`src/rtl/swire_uart_pkg.sv`:
```
package swire_uart_pkg;
  localparam int unsigned DATA_BITS = 8;
  localparam int unsigned ADDR_W    = 2;

  localparam logic [ADDR_W-1:0] ADR_DATA    = 2'd0;
  localparam logic [ADDR_W-1:0] ADR_BAUD_LO = 2'd1;
  localparam logic [ADDR_W-1:0] ADR_BAUD_HI = 2'd2;
  localparam logic [ADDR_W-1:0] ADR_CTRL    = 2'd3;

  typedef enum logic [2:0] {
    RX_IDLE,
    RX_START,
    RX_DATA,
    RX_STOP,
    RX_HOLD
  } rx_state_e;
endpackage

```
`src/rtl/swire_baud.sv`:
```
module swire_baud
  import swire_uart_pkg::*;
#(
  parameter int unsigned DIV_W   = 16,
  parameter int unsigned RST_DIV = 16
) (
  input  logic              clk,
  input  logic              rst_n,
  input  logic              en,
  input  logic              wr,
  input  logic [ADDR_W-1:0] addr,
  input  logic [7:0]        wdata,
  input  logic              line,
  output logic [DIV_W-1:0]  div,
  output logic              armed
);
  localparam int unsigned CNT_W = DIV_W + 3;

  logic [DIV_W-1:0] div_q, div_n;
  logic [CNT_W-1:0] cnt_q, cnt_n;
  logic             arm_q, arm_n;

  always_comb begin
    div_n = div_q;
    cnt_n = cnt_q;
    arm_n = arm_q;
    if (!en) begin
      arm_n = 1'b0;
    end else if (wr && addr == ADR_BAUD_LO) begin
      div_n[7:0] = wdata;
    end else if (wr && addr == ADR_BAUD_HI) begin
      div_n[DIV_W-1:8] = wdata[DIV_W-9:0];
    end else if (wr && addr == ADR_CTRL && wdata[0]) begin
      arm_n = 1'b1;
      cnt_n = '0;
    end else if (arm_q) begin
      if (!line) begin
        if (cnt_q != {CNT_W{1'b1}}) cnt_n = cnt_q + CNT_W'(1);
      end else if (cnt_q != '0) begin
        div_n = cnt_q[CNT_W-1:3];
        arm_n = 1'b0;
      end
    end
  end

  always_ff @(posedge clk or negedge rst_n) begin
    if (!rst_n) begin
      div_q <= DIV_W'(RST_DIV);
      cnt_q <= '0;
      arm_q <= 1'b0;
    end else begin
      div_q <= div_n;
      cnt_q <= cnt_n;
      arm_q <= arm_n;
    end
  end

  assign div   = div_q;
  assign armed = arm_q;
endmodule

```
`src/rtl/swire_tx.sv`:
```
module swire_tx
  import swire_uart_pkg::*;
#(
  parameter int unsigned DIV_W = 16
) (
  input  logic                 clk,
  input  logic                 rst_n,
  input  logic                 en,
  input  logic                 load,
  input  logic [DATA_BITS-1:0] ld_data,
  input  logic [DIV_W-1:0]     div,
  output logic                 busy,
  output logic                 txd
);
  localparam int unsigned FR_W  = DATA_BITS + 2;
  localparam int unsigned IDX_W = $clog2(FR_W);

  logic             busy_q, busy_n;
  logic [FR_W-1:0]  shf_q, shf_n;
  logic [IDX_W-1:0] idx_q, idx_n;
  logic [DIV_W-1:0] cnt_q, cnt_n;

  always_comb begin
    busy_n = busy_q;
    shf_n  = shf_q;
    idx_n  = idx_q;
    cnt_n  = cnt_q;
    if (!en) begin
      busy_n = 1'b0;
    end else if (!busy_q) begin
      if (load) begin
        busy_n = 1'b1;
        shf_n  = {1'b1, ld_data, 1'b0};
        idx_n  = '0;
        cnt_n  = '0;
      end
    end else if (cnt_q == div - DIV_W'(1)) begin
      cnt_n = '0;
      if (idx_q == IDX_W'(FR_W - 1)) begin
        busy_n = 1'b0;
      end else begin
        idx_n = idx_q + IDX_W'(1);
        shf_n = {1'b1, shf_q[FR_W-1:1]};
      end
    end else begin
      cnt_n = cnt_q + DIV_W'(1);
    end
  end

  always_ff @(posedge clk or negedge rst_n) begin
    if (!rst_n) begin
      busy_q <= 1'b0;
      shf_q  <= '1;
      idx_q  <= '0;
      cnt_q  <= '0;
    end else begin
      busy_q <= busy_n;
      shf_q  <= shf_n;
      idx_q  <= idx_n;
      cnt_q  <= cnt_n;
    end
  end

  assign busy = busy_q;
  assign txd  = busy_q ? shf_q[0] : 1'b1;
endmodule

```
`src/rtl/swire_rx.sv`:
```
module swire_rx
  import swire_uart_pkg::*;
#(
  parameter int unsigned DIV_W = 16
) (
  input  logic                 clk,
  input  logic                 rst_n,
  input  logic                 en,
  input  logic                 line,
  input  logic [DIV_W-1:0]     div,
  input  logic                 rd_clr,
  output logic [DATA_BITS-1:0] rx_data,
  output logic                 rdy,
  output logic                 ferr,
  output logic                 ovr
);
  localparam int unsigned IDX_W = $clog2(DATA_BITS);

  rx_state_e              st_q, st_n;
  logic [DIV_W-1:0]       cnt_q, cnt_n;
  logic [IDX_W-1:0]       idx_q, idx_n;
  logic [DATA_BITS-1:0]   shf_q, shf_n, dat_q, dat_n;
  logic                   rdy_q, rdy_n, fe_q, fe_n, ov_q, ov_n;
  logic [DIV_W-1:0]       half_m1, full_m1;

  assign half_m1 = (div >> 1) - DIV_W'(1);
  assign full_m1 = div - DIV_W'(1);

  always_comb begin
    st_n  = st_q;
    cnt_n = cnt_q;
    idx_n = idx_q;
    shf_n = shf_q;
    dat_n = dat_q;
    rdy_n = rdy_q;
    fe_n  = fe_q;
    ov_n  = ov_q;
    if (rd_clr) begin
      rdy_n = 1'b0;
      fe_n  = 1'b0;
      ov_n  = 1'b0;
    end
    if (!en) begin
      st_n  = RX_IDLE;
      cnt_n = '0;
    end else begin
      case (st_q)
        RX_IDLE: begin
          if (!line) begin
            st_n  = RX_START;
            cnt_n = '0;
          end
        end
        RX_START: begin
          if (cnt_q == half_m1) begin
            cnt_n = '0;
            idx_n = '0;
            st_n  = line ? RX_IDLE : RX_DATA;
          end else begin
            cnt_n = cnt_q + DIV_W'(1);
          end
        end
        RX_DATA: begin
          if (cnt_q == full_m1) begin
            cnt_n = '0;
            shf_n = {line, shf_q[DATA_BITS-1:1]};
            if (idx_q == IDX_W'(DATA_BITS - 1)) st_n = RX_STOP;
            else idx_n = idx_q + IDX_W'(1);
          end else begin
            cnt_n = cnt_q + DIV_W'(1);
          end
        end
        RX_STOP: begin
          if (cnt_q == full_m1) begin
            cnt_n = '0;
            dat_n = shf_q;
            rdy_n = 1'b1;
            fe_n  = ~line;
            ov_n  = ov_n | (rdy_q & ~rd_clr);
            st_n  = line ? RX_IDLE : RX_HOLD;
          end else begin
            cnt_n = cnt_q + DIV_W'(1);
          end
        end
        RX_HOLD: begin
          if (line) st_n = RX_IDLE;
        end
        default: st_n = RX_IDLE;
      endcase
    end
  end

  always_ff @(posedge clk or negedge rst_n) begin
    if (!rst_n) begin
      st_q  <= RX_IDLE;
      cnt_q <= '0;
      idx_q <= '0;
      shf_q <= '0;
      dat_q <= '0;
      rdy_q <= 1'b0;
      fe_q  <= 1'b0;
      ov_q  <= 1'b0;
    end else begin
      st_q  <= st_n;
      cnt_q <= cnt_n;
      idx_q <= idx_n;
      shf_q <= shf_n;
      dat_q <= dat_n;
      rdy_q <= rdy_n;
      fe_q  <= fe_n;
      ov_q  <= ov_n;
    end
  end

  assign rx_data = dat_q;
  assign rdy     = rdy_q;
  assign ferr    = fe_q;
  assign ovr     = ov_q;
endmodule

```
`src/rtl/swire_uart.sv`:
```
module swire_uart
  import swire_uart_pkg::*;
#(
  parameter int unsigned DIV_W   = 16,
  parameter int unsigned RST_DIV = 16,
  parameter int unsigned SYNC_N  = 2
) (
  input  logic              clk,
  input  logic              rst_n,
  input  logic              dbg_en,
  input  logic              bus_wr,
  input  logic              bus_rd,
  input  logic [ADDR_W-1:0] bus_addr,
  input  logic [7:0]        bus_wdata,
  output logic [7:0]        bus_rdata,
  input  logic              pin_in,
  output logic              pin_out,
  output logic              pin_oe,
  output logic              tx_empty,
  output logic              rx_ready,
  output logic              frame_err,
  output logic              overrun
);
  logic [1:0]        rst_pipe_q;
  logic              rst_sync_n;
  logic [SYNC_N-1:0] pin_sync_q;
  logic              line_s;
  logic              port_en;
  logic              wr_en;
  logic [DIV_W-1:0]  div;
  logic [15:0]       div16;
  logic              ab_armed;
  logic              tx_busy;
  logic              txd;
  logic              rx_en;
  logic              rd_clr;
  logic [DATA_BITS-1:0] rx_data;

  always_ff @(posedge clk or negedge rst_n) begin
    if (!rst_n) rst_pipe_q <= 2'b00;
    else        rst_pipe_q <= {rst_pipe_q[0], 1'b1};
  end
  assign rst_sync_n = rst_pipe_q[1];

  always_ff @(posedge clk or negedge rst_sync_n) begin
    if (!rst_sync_n) pin_sync_q <= '1;
    else             pin_sync_q <= {pin_sync_q[SYNC_N-2:0], pin_in};
  end
  assign line_s = pin_sync_q[SYNC_N-1];

  assign port_en = ~dbg_en;
  assign wr_en   = bus_wr & port_en;
  assign rd_clr  = bus_rd & (bus_addr == ADR_DATA);
  assign rx_en   = port_en & ~tx_busy & ~ab_armed;

  swire_baud #(.DIV_W(DIV_W), .RST_DIV(RST_DIV)) u_baud (
    .clk   (clk),
    .rst_n (rst_sync_n),
    .en    (port_en),
    .wr    (bus_wr),
    .addr  (bus_addr),
    .wdata (bus_wdata),
    .line  (line_s),
    .div   (div),
    .armed (ab_armed)
  );

  swire_tx #(.DIV_W(DIV_W)) u_tx (
    .clk     (clk),
    .rst_n   (rst_sync_n),
    .en      (port_en),
    .load    (wr_en && bus_addr == ADR_DATA),
    .ld_data (bus_wdata),
    .div     (div),
    .busy    (tx_busy),
    .txd     (txd)
  );

  swire_rx #(.DIV_W(DIV_W)) u_rx (
    .clk     (clk),
    .rst_n   (rst_sync_n),
    .en      (rx_en),
    .line    (line_s),
    .div     (div),
    .rd_clr  (rd_clr),
    .rx_data (rx_data),
    .rdy     (rx_ready),
    .ferr    (frame_err),
    .ovr     (overrun)
  );

  assign div16    = 16'(div);
  assign pin_oe   = tx_busy & port_en;
  assign pin_out  = pin_oe ? txd : 1'b1;
  assign tx_empty = ~tx_busy;

  always_comb begin
    case (bus_addr)
      ADR_DATA:    bus_rdata = rx_data;
      ADR_BAUD_LO: bus_rdata = div16[7:0];
      ADR_BAUD_HI: bus_rdata = div16[15:8];
      default:     bus_rdata = {3'b000, ab_armed, overrun, frame_err, rx_ready, tx_empty};
    endcase
  end
endmodule

```
`config.mk`:
```
export PLATFORM = sky130hd
export DESIGN_NAME = swire_uart
export DESIGN_NICKNAME = d
export VERILOG_FILES = /design/src/rtl/swire_uart_pkg.sv /design/src/rtl/swire_baud.sv /design/src/rtl/swire_tx.sv /design/src/rtl/swire_rx.sv /design/src/rtl/swire_uart.sv
export SDC_FILE = /design/constraint.sdc
export NUM_CORES = 1
export LEC_CHECK = 0
export ABC_AREA = 1
export BUFFER_PORTS_ARGS = -buffer_cell sky130_fd_sc_hd__buf_2
export CAP_MARGIN = 20
export CORE_MARGIN = 10
export CORE_UTILIZATION = 50
export DETAILED_ROUTE_END_ITERATION = 7
export PLACE_DENSITY = 0.64
export SKIP_CTS_REPAIR_TIMING = 1
export SLEW_MARGIN = 10
export SYNTH_ARGS = -nofsm -noshare
export SYNTH_HDL_FRONTEND = slang
export SYNTH_SLANG_ARGS = --single-unit
```
`constraint.sdc`:
```
create_clock -name clk -period 8.9 [get_ports clk]
set_clock_uncertainty 0.1 [all_clocks]
set_input_delay 0.445 -clock clk [delete_from_list [all_inputs] [get_ports clk]]
set_output_delay 0.445 -clock clk [all_outputs]
set_load 0.03 [all_outputs]
```
## Yosys cells after proc, flatten, opt, wreduce, memory -nomap -nowiden

Cells that the tools add are included.

| storage, ports and cells | value |
|---|---|
| bits in registers | 112 |
| output and inout bits | 14 |
| logic and storage cells | 168 |

| operators by class | value |
|---|---|
| add/sub/neg operators | 7 |
| equality and inequality tests | 31 |
| mux-type cells | 68 |
| bitwise gates (word level) | 14 |
| reductions and logical operators | 30 |

Operators by type and width:

| operator | count |
|---|---|
| two-way mux 16 bit | 11 |
| two-way mux 19 bit | 4 |
| equality test 16 bit | 3 |
| case mux 16 bit (3 select lines) | 1 |
| two-way mux 10 bit | 4 |
| two-way mux 3 bit | 11 |
| adder 16 x 1 -> 16 bit, second input constant | 2 |
| two-way mux 1 bit | 26 |
| two-way mux 8 bit | 3 |
| case mux 8 bit (3 select lines) | 1 |
| AND reduction 6 bit | 4 |
| nonzero test 2 bit | 10 |
| adder 19 x 1 -> 19 bit, second input constant | 1 |
| inequality test 19 bit, second input constant | 1 |
| nonzero test 19 bit | 1 |
| inequality test 3 bit, second input constant | 6 |
| two-way mux 4 bit | 4 |
| subtractor 15 x 1 -> 16 bit, second input constant | 1 |
| subtractor 16 x 1 -> 16 bit, second input constant | 1 |
| case mux 3 bit (5 select lines) | 1 |
| inequality test 2 x 1 -> 1 bit, second input constant | 6 |
| inequality test 2 bit, second input constant | 5 |
| NOT 1 bit | 7 |
| AND 1 bit | 6 |
| other kinds (20) | 30 |

## Longest topological paths before layout

Gate-level depths: netlist (run 1).

| logic depth | value |
|---|---|
| depth in word-level cells | 8 |
| mapped depth | 19 |
| mapped depth without buffers | 19 |

## By module

From an unflattened synthesis (run 1), not the netlist that was laid out.

| second synthesis, totals | value |
|---|---|
| cell total of the unflattened synthesis | 1248 |
| area total of the unflattened synthesis | 8461.9 µm² |

By module, submodules not included:

| module | instances | cells an instance | area each (µm²) | seq. area each (µm²) |
|---|---|---|---|---|
| swire_rx | 1 | 498 | 3418.3 | 1026.0 |
| swire_baud | 1 | 357 | 2381.0 | 902.1 |
| swire_tx | 1 | 333 | 2299.7 | 762.0 |
| swire_uart | 1 | 60 | 362.8 | 102.6 |

## Least setup slack after synthesis (run 1)

OpenSTA, ideal clock, no wires.

| timing | value |
|---|---|
| path kind | reg2reg |
| start point | register u_baud.div_q[1] (netlist: u_baud.div[1]) |
| end point | register u_rx.shf_q[5] |
| library setup time | 0.117 ns |
| data arrival time | 2.205 ns |
| path slack | 6.478 ns |
| cell stages (with the launch flop) | 17 |
| period minus slack after synthesis | 2.422 ns |
| path through | dfrtp_1 -> inv_1 -> ha_1 -> inv_2 -> nor2_2 -> nand2_2 -> nand2_1 -> nand2_1 -> nand2_1 -> nand2_1 -> nor2_1 -> nand3_1 -> nor2_2 -> nand4_2 -> buf_4 -> nand2_1 -> o21ai_2 |

| on the way | value |
|---|---|
| longest elaborated chain between the ends | 3 |

Ends and longest elaborated chain:

| item | line | text |
|---|---|---|
| start, declared | swire_baud.sv:19 | `logic [DIV_W-1:0] div_q, div_n;` |
| start signal, assigned | swire_baud.sv:48 | `div_q <= DIV_W'(RST_DIV);` |
| start signal, assigned | swire_baud.sv:52 | `div_q <= div_n;` |
| subtractor 16 x 1 -> 16 bit | swire_rx.sv:27 | `assign full_m1 = div - DIV_W'(1);` |
| equality test 16 bit | swire_rx.sv:64 | `if (cnt_q == full_m1) begin` |
| AND reduction 3 bit (no source line) | -- |  |
| end signal, assigned | swire_rx.sv:107 | `shf_q <= shf_n;` |
| end, declared | swire_rx.sv:22 | `logic [DATA_BITS-1:0] shf_q, shf_n, dat_q, dat_n;` |

No other way between the ends.
A chain may end at the register's enable or synchronous reset.

## Final worst setup path (run 1)

| timing | value |
|---|---|
| start point | register u_baud.div_q[1] (netlist: u_baud.div[1]) |
| end point | register u_rx.dat_q[4] (netlist: u_rx.rx_data[4]) |

| on the way | value |
|---|---|
| longest elaborated chain between the ends | 3 |

Ends and longest elaborated chain:

| item | line | text |
|---|---|---|
| subtractor 16 x 1 -> 16 bit | swire_rx.sv:27 |  |
| equality test 16 bit | swire_rx.sv:74 | `if (cnt_q == full_m1) begin` |
| AND reduction 3 bit (no source line) | -- |  |
| end signal, assigned | swire_rx.sv:108 | `dat_q <= dat_n;` |
| end, declared | swire_rx.sv:22 |  |

No other way between the ends.

==> results of run 1 <==
==> flip-flops by register name (all words and copies together), names as in the netlist, 2 cells and up <==
signal	count
u_tx.shf_q	9
u_rx.shf_q	8
u_tx.cnt_q	16
u_rx.cnt_q	16
u_baud.div	16
rst_pipe_q	2
pin_sync_q	2
u_tx.idx_q	4
u_rx.idx_q	3
u_baud.cnt_q	19
u_rx.rx_data	8
u_rx.st_q	3
==> path summary, 6_finish.rpt <==
kind / from / to / slack, ns / depth (start not counted)
worst max-delay path: u_baud.div[1]$_DFFE_PN0P_ / u_rx.rx_data[4]$_DFFE_PN0P_ / 5.67 / 17
worst min-delay path: pin_in / pin_sync_q[0]$_DFF_PN1_ / 0.07 / 1
worst max register to register: u_baud.div[1]$_DFFE_PN0P_ / u_rx.rx_data[4]$_DFFE_PN0P_ / 5.67 / 17
worst min register to register: pin_sync_q[0]$_DFF_PN1_ / pin_sync_q[1]$_DFF_PN1_ / 0.26 / 0
max in group asynchronous: rst_pipe_q[1]$_DFF_PN0_ / u_tx.cnt_q[14]$_DFFE_PN0P_ / 7.21 / 1
min in group asynchronous: rst_n / rst_pipe_q[1]$_DFF_PN0_ / 0.29 / 2
==> stage by stage <==
step	hold slack, ns	std cells	power (mW)	instance area (sq um)
after floorplan	0.04941	1066	1.000	7611
after CTS	-0.2654	1276	1.572	8207
after global placement	0.1324	1260	1.143	7901
final	0.07119	1278	1.572	8222
after detailed placement	0.1327	1260	1.143	7901
after global routing	0.06894	1278	1.668	8222
==> synth_stat cells (14+ instances only) <==
cell type	n	share of area [%]
nand2_1	283	14
dfrtp_1	99	33
nand2_2	14	1.2
inv_1	118	5.8
nand4_1	27	2.2
o21ai_0	58	3.8
xor2_1	39	4.5
nor2_1	83	4.1
o21ai_2	21	2.4
a21oi_1	50	3.3
clkbuf_1	17	0.84
nor3_1	23	1.5
nand3_1	91	6.0
==> power by group through the flow <==
stage / Combinational [mW] / Clock, mW / Sequential, mW
5_1_grt: 0.547 / 0.453 / 0.667
6_report: 0.487 / 0.429 / 0.657
3_5_place_dp: 0.478 / 0 / 0.664
4_1_cts: 0.481 / 0.435 / 0.655
3_3_place_gp: 0.477 / 0 / 0.666
2_1_floorplan: 0.365 / 0 / 0.636
==> logic make-up after synthesis <==
family,count (synthesis)
xor gates and xnor gates,50
DFF,111
other,1
AOI/OAI and AO/OA,167
muxes,1
adders and majority gates,10
buffers and inverters,149
and+or+nand+nor,577
==> placed cells by master (no fill, tap or decap), types with 3 or more instances in the layout <==
| cell | netlist | final |
|---|---|---|
| a21oi_1 | 50 | 50 |
| buf_2 | 6 | 30 |
| buf_4 | 1 | 4 |
| clkbuf_16 | 0 | 9 |
| dfrtp_1 | 99 | 98 |
| dfstp_2 | 12 | 12 |
| ha_1 | 10 | 10 |
| inv_1 | 118 | 118 |
| inv_2 | 4 | 4 |
| nand2_1 | 283 | 283 |
| nand2_2 | 14 | 14 |
| nand2_4 | 3 | 3 |
| nand3_1 | 91 | 91 |
| nand3_2 | 4 | 4 |
| nand3b_1 | 4 | 4 |
| nand4_1 | 27 | 27 |
| nor2_1 | 83 | 83 |
| nor2_2 | 12 | 12 |
| nor2_4 | 7 | 7 |
| nor3_1 | 23 | 23 |
| nor3b_1 | 3 | 3 |
| nor4_1 | 6 | 6 |
| o21a_1 | 8 | 8 |
| o21ai_0 | 58 | 57 |
| o21ai_1 | 12 | 12 |
| o21ai_2 | 21 | 22 |
| o221ai_1 | 3 | 3 |
| o22ai_1 | 3 | 3 |
| or2_2 | 7 | 7 |
| xnor2_1 | 11 | 11 |
| xor2_1 | 39 | 39 |
==> critical path, stage by stage, from the launching register on <==
cell and delay (ns):
dfrtp_1 0.40, inv_1 0.25, ha_1 0.35, inv_2 0.10
nor2_2 0.15, nand2_2 0.12, nand2_1 0.09, nand2_1 0.11
nand2_1 0.08, nand2_1 0.05, nor2_1 0.13, nand2_1 0.06
nor2_1 0.08, nand2_1 0.05, nor2_1 0.29, nand3_1 0.43
nand2_1 0.17, o21ai_0 0.09
==> layout make-up <==
class                           instances  area [sq um]  share of cell area, %
Multi-Input combinational cell        806          4237                  51.53
Sequential cell                       111          2796                  34.01
Inverter                              122         457.9                  5.570
Tap cell                              188         235.2                  2.861
Clock buffer                            9         225.2                  2.739
Timing Repair Buffer                   35         190.2                  2.313
Clock inverter                          7         80.08                 0.9740
==> per-layer routing <==
metal	wire (microns)	track usage [%]
met4	546	7.845
met1	9861	29.26
met3	1010	3.366
met5	0	0
met2	9703	33.31
==> flow_summary.toml, run 1 <==
[run_status]
status = "finished, final reports clean"

[logic_synthesis]
syn_nets = 1092
synth.yosys.warnings = 0
synth_top_family_by_area = "simple AND/OR/NAND/NOR gates"
ys_ff_latch = 111
yosys.area_share.xor_xnor_pct = 5.754
synth-edff-count = 0
synth-adder-area-share_pct = 1.644
synthMuxAreaShare_pct = 0.1315
synthArstFlopShare_pct = 100.0
yosysUniqueCellTypes = 52
syn_inst = 1066
synth_area_per_cell_sq_um = 7.140
synth-main-ff-cell = "dfrtp_1"
synth.cell_area_sq_mm = 0.007611
yosysSeqAreaShare_pct = 36.69
synth_simple_gate_area_share_pct = 35.10
synth_compound_area_share_pct = 12.94

[cts]
cts_buffer_depth = 2
cts_sinks = 111
cts.clk_slew.worst_paths_ns = 0.08
clockRootBuffer = "clkbuf_16"
cts_tree = "built"
clk_latency_ns = 0.37
numCtsBuffers = 9
htree_levels = 3

[global_route]
grt_pass1_vias = 6744
grt-ovfl-total = 0
track_usage_pct = 21.36
grt_pass1_wl_mm = 35.07
grt_max_degree = 60
grt_antenna_before_repair = 0

[timing]
drv_slew = 0
finalWorstSetupSlack_ns = 5.671
min_period_ns = 3.229
maxSlewHeadroom_pct = 45.54
setup_tns_ns = 0
finalSetupViolCount = 0
tightestPinTransition_ns = 0.8169
min_period_over_period_pct = 36.28
fmax_ghz = 0.3097
rsz0062_at_grt = "false"
hold_viol_final = 0

[critical_path]
arrival_ns = 3.37
criticalPathCategory = "register to register"
start_kind = "register"
required_ns = 9.04
crit_fanout = 11
end_kind = "register"

[routing]
vias = 7025
postRouteWirelength_mm = 21.12
wl_per_cell_microns = 16.53
ant_nets = 0
firstDrtPassIters = 5
drc = 0
via_per_inst = 5.497
drt_iter0_drc = 548

[die]
die-height_microns = 143.4
fp.dieW_microns = 143.4
pin_count = 30
fp-row-count = 45
start_util_pct = 50.63
dieArea_sq_mm = 0.02056
core-area_sq_mm = 0.01503

[power_and_ir_drop]
static-leakage-power_nw = 3.778
swShare_pct = 39.74
internal_power_uw = 947.6
cellPowerDensity_mw_per_mm2 = 191.3
ir_drop_mv = 0.1117
p_clk_share_pct = 27.3
seqPwrFrac_pct = 41.8
power_frac_comb_pct = 31.0
p_sw_uw = 624.8

[job]
cap_violations = 0

[min_path]
min_path_type = "input pin to register"

[layout]
drive_gt1_share_pct = 13.03
fin_util_pct = 54.69
syn_to_final_growth_pct = 8.022
diodes = 0
layout.nets = 1111
n_fill_cell = 1525

[placed_design]
place_congestion = 0.9664
io_buffers = 29
dpl_worst_slack_ns = 5.667
dp_hpwl_mm = 16.29
Power figures use the tool's default switching activity.
==> run 2: changes to the inputs <==
--- a/config.mk
+++ b/config.mk
@@ -11,7 +11,7 @@
 export CORE_MARGIN = 10
 export CORE_UTILIZATION = 50
 export DETAILED_ROUTE_END_ITERATION = 7
-export PLACE_DENSITY = 0.64
+export PLACE_DENSITY = 0.66
 export SKIP_CTS_REPAIR_TIMING = 1
 export SLEW_MARGIN = 10
 export SYNTH_ARGS = -nofsm -noshare
==> constraint.sdc (replaced) <==
create_clock -name clk -period 2.9 [get_ports clk]
set_clock_uncertainty 0.1 [all_clocks]
set_input_delay 0.145 -clock clk [delete_from_list [all_inputs] [get_ports clk]]
set_output_delay 0.145 -clock clk [all_outputs]
set_load 0.03 [all_outputs]
==> flow_summary.toml, run 2 (synthesis gave the netlist of run 1 again) <==
[critical_path]
required_ns = 3.02
criticalPathCategory = "register to register"
start_kind = "register"
crit_fanout = 10
arrival_ns = 2.82
end_kind = "register"

[die]
dieArea_sq_mm = 0.02056
die-height_microns = 143.4
fp-row-count = 45
pin_count = 30
start_util_pct = 50.63
fp.dieW_microns = 143.4
core-area_sq_mm = 0.01503

[placed_design]
io_buffers = 29
placed_area_sq_mm = 0.008041
dpl_worst_slack_ns = 0.06918
dp_hpwl_mm = 17.22
place_congestion = 1.011
dp_cells = 1277

[cts]
clockRootBuffer = "clkbuf_16"
htree_levels = 3
cts_buffer_depth = 2
cts.clk_slew.worst_paths_ns = 0.07
numCtsBuffers = 9
cts_sinks = 111
cts_tree = "built"
clk_latency_ns = 0.36

[global_route]
grt_pass1_vias = 6856
track_usage_pct = 22.38
grt_max_degree = 64
grt_antenna_before_repair = 0
grt-ovfl-total = 0
grt_pass1_wl_mm = 36.11

[routing]
via_per_inst = 5.537
firstDrtPassIters = 8
vias = 7198
drc = 0
postRouteWirelength_mm = 22.14
ant_nets = 0
wl_per_cell_microns = 17.03
drt_iter0_drc = 715

[layout]
layout.nets = 1133
final_common_cell = "nand2_1"
largest_reg_flops = 19
final_cell_mix = "283 x nand2_1, 118 x inv_1, 98 x dfrtp_1"
drive_gt1_share_pct = 14.66
regMostFlops = "u_baud.cnt_q"
syn_to_final_growth_pct = 10.95
n_fill_cell = 1501
fin_area_sq_mm = 0.008444
final_cells = 1300
seq_area_sq_mm = 0.002796
diodes = 0
fin_util_pct = 56.17
multi_input_area_sq_mm = 0.004269

[min_path]
min_path_type = "input pin to register"

[timing]
hold_ws_ns = 0.05325
min_period_ns = 2.693
hold_viol_final = 0
fmax_ghz = 0.3713
setup_tns_ns = 0
rsz0062_at_grt = "false"
drv_slew = 0
tightestPinTransition_ns = 0.6440
maxSlewHeadroom_pct = 57.07
finalWorstSetupSlack_ns = 0.2066
min_period_over_period_pct = 92.88
finalSetupViolCount = 0

[power_and_ir_drop]
design_power_total_mw = 4.920
ir_drop_mv = 0.4321
cellPowerDensity_mw_per_mm2 = 582.6
static-leakage-power_nw = 3.881

[run_status]
status = "finished, final reports clean"

[job]
cap_violations = 0
==> run 2: critical path: stages, from the launching register on <==
cell and delay [ns]:
dfrtp_1 0.39, inv_1 0.17, ha_2 0.24, inv_2 0.06
nor2_2 0.13, nand2_2 0.11, nand2_1 0.09, nand2_1 0.11
nand2_1 0.07, nand2_1 0.06, nor2_1 0.13, nand3_1 0.14
nor2_4 0.15, nand3_4 0.17, nand2_2 0.14, nand3_4 0.14
nand2_1 0.09, o21ai_1 0.07
==> run 2: power breakdown <==
| group | switching (mW) | internal [mW] | leakage [nW] | total, mW |
|---|---|---|---|---|
| Sequential | 0.246 | 1.75 | 1.45 | 1.99 |
| Combinational | 1.09 | 0.533 | 2.28 | 1.63 |
| Clock | 0.618 | 0.684 | 0.153 | 1.30 |
| Total | 1.96 | 2.96 | 3.88 | 4.92 |
==> run 2: final timing paths <==
path	startpoint	endpoint	slack (ns)	cells after the start
min in group asynchronous	rst_pipe_q[1]$_DFF_PN0_	u_rx.shf_q[4]$_DFFE_PN0P_	0.27	0
hold reg to reg	pin_sync_q[0]$_DFF_PN1_	pin_sync_q[1]$_DFF_PN1_	0.26	0
setup reg to reg	u_baud.div[1]$_DFFE_PN0P_	u_rx.cnt_q[0]$_DFFE_PN0P_	0.21	17
hold / removal	bus_wdata[5]	u_tx.shf_q[6]$_DFFE_PN1P_	0.05	4
max in group asynchronous	rst_pipe_q[1]$_DFF_PN0_	u_tx.shf_q[2]$_DFFE_PN1P_	1.62	1
setup / recovery	u_baud.div[1]$_DFFE_PN0P_	u_rx.cnt_q[0]$_DFFE_PN0P_	0.21	17
==> run 2: cell type report <==
| class | instances | area share (%) |
|---|---|---|
| clock inverter | 7 | 0.9187 |
| sequential | 111 | 33.12 |
| timing repair buffer | 57 | 4.534 |
| tap | 188 | 2.786 |
| multi-input combinational | 806 | 50.56 |
| clock buffer | 9 | 2.667 |
| inverter | 122 | 5.423 |
==> run 2: routing by layer <==
metal / global-route usage (%) / share of wire, %
met1: 30.25 / 45
met2: 36.04 / 46
met3: 3.168 / 5.7
met4: 7.469 / 2.6
met5: 0 / 0
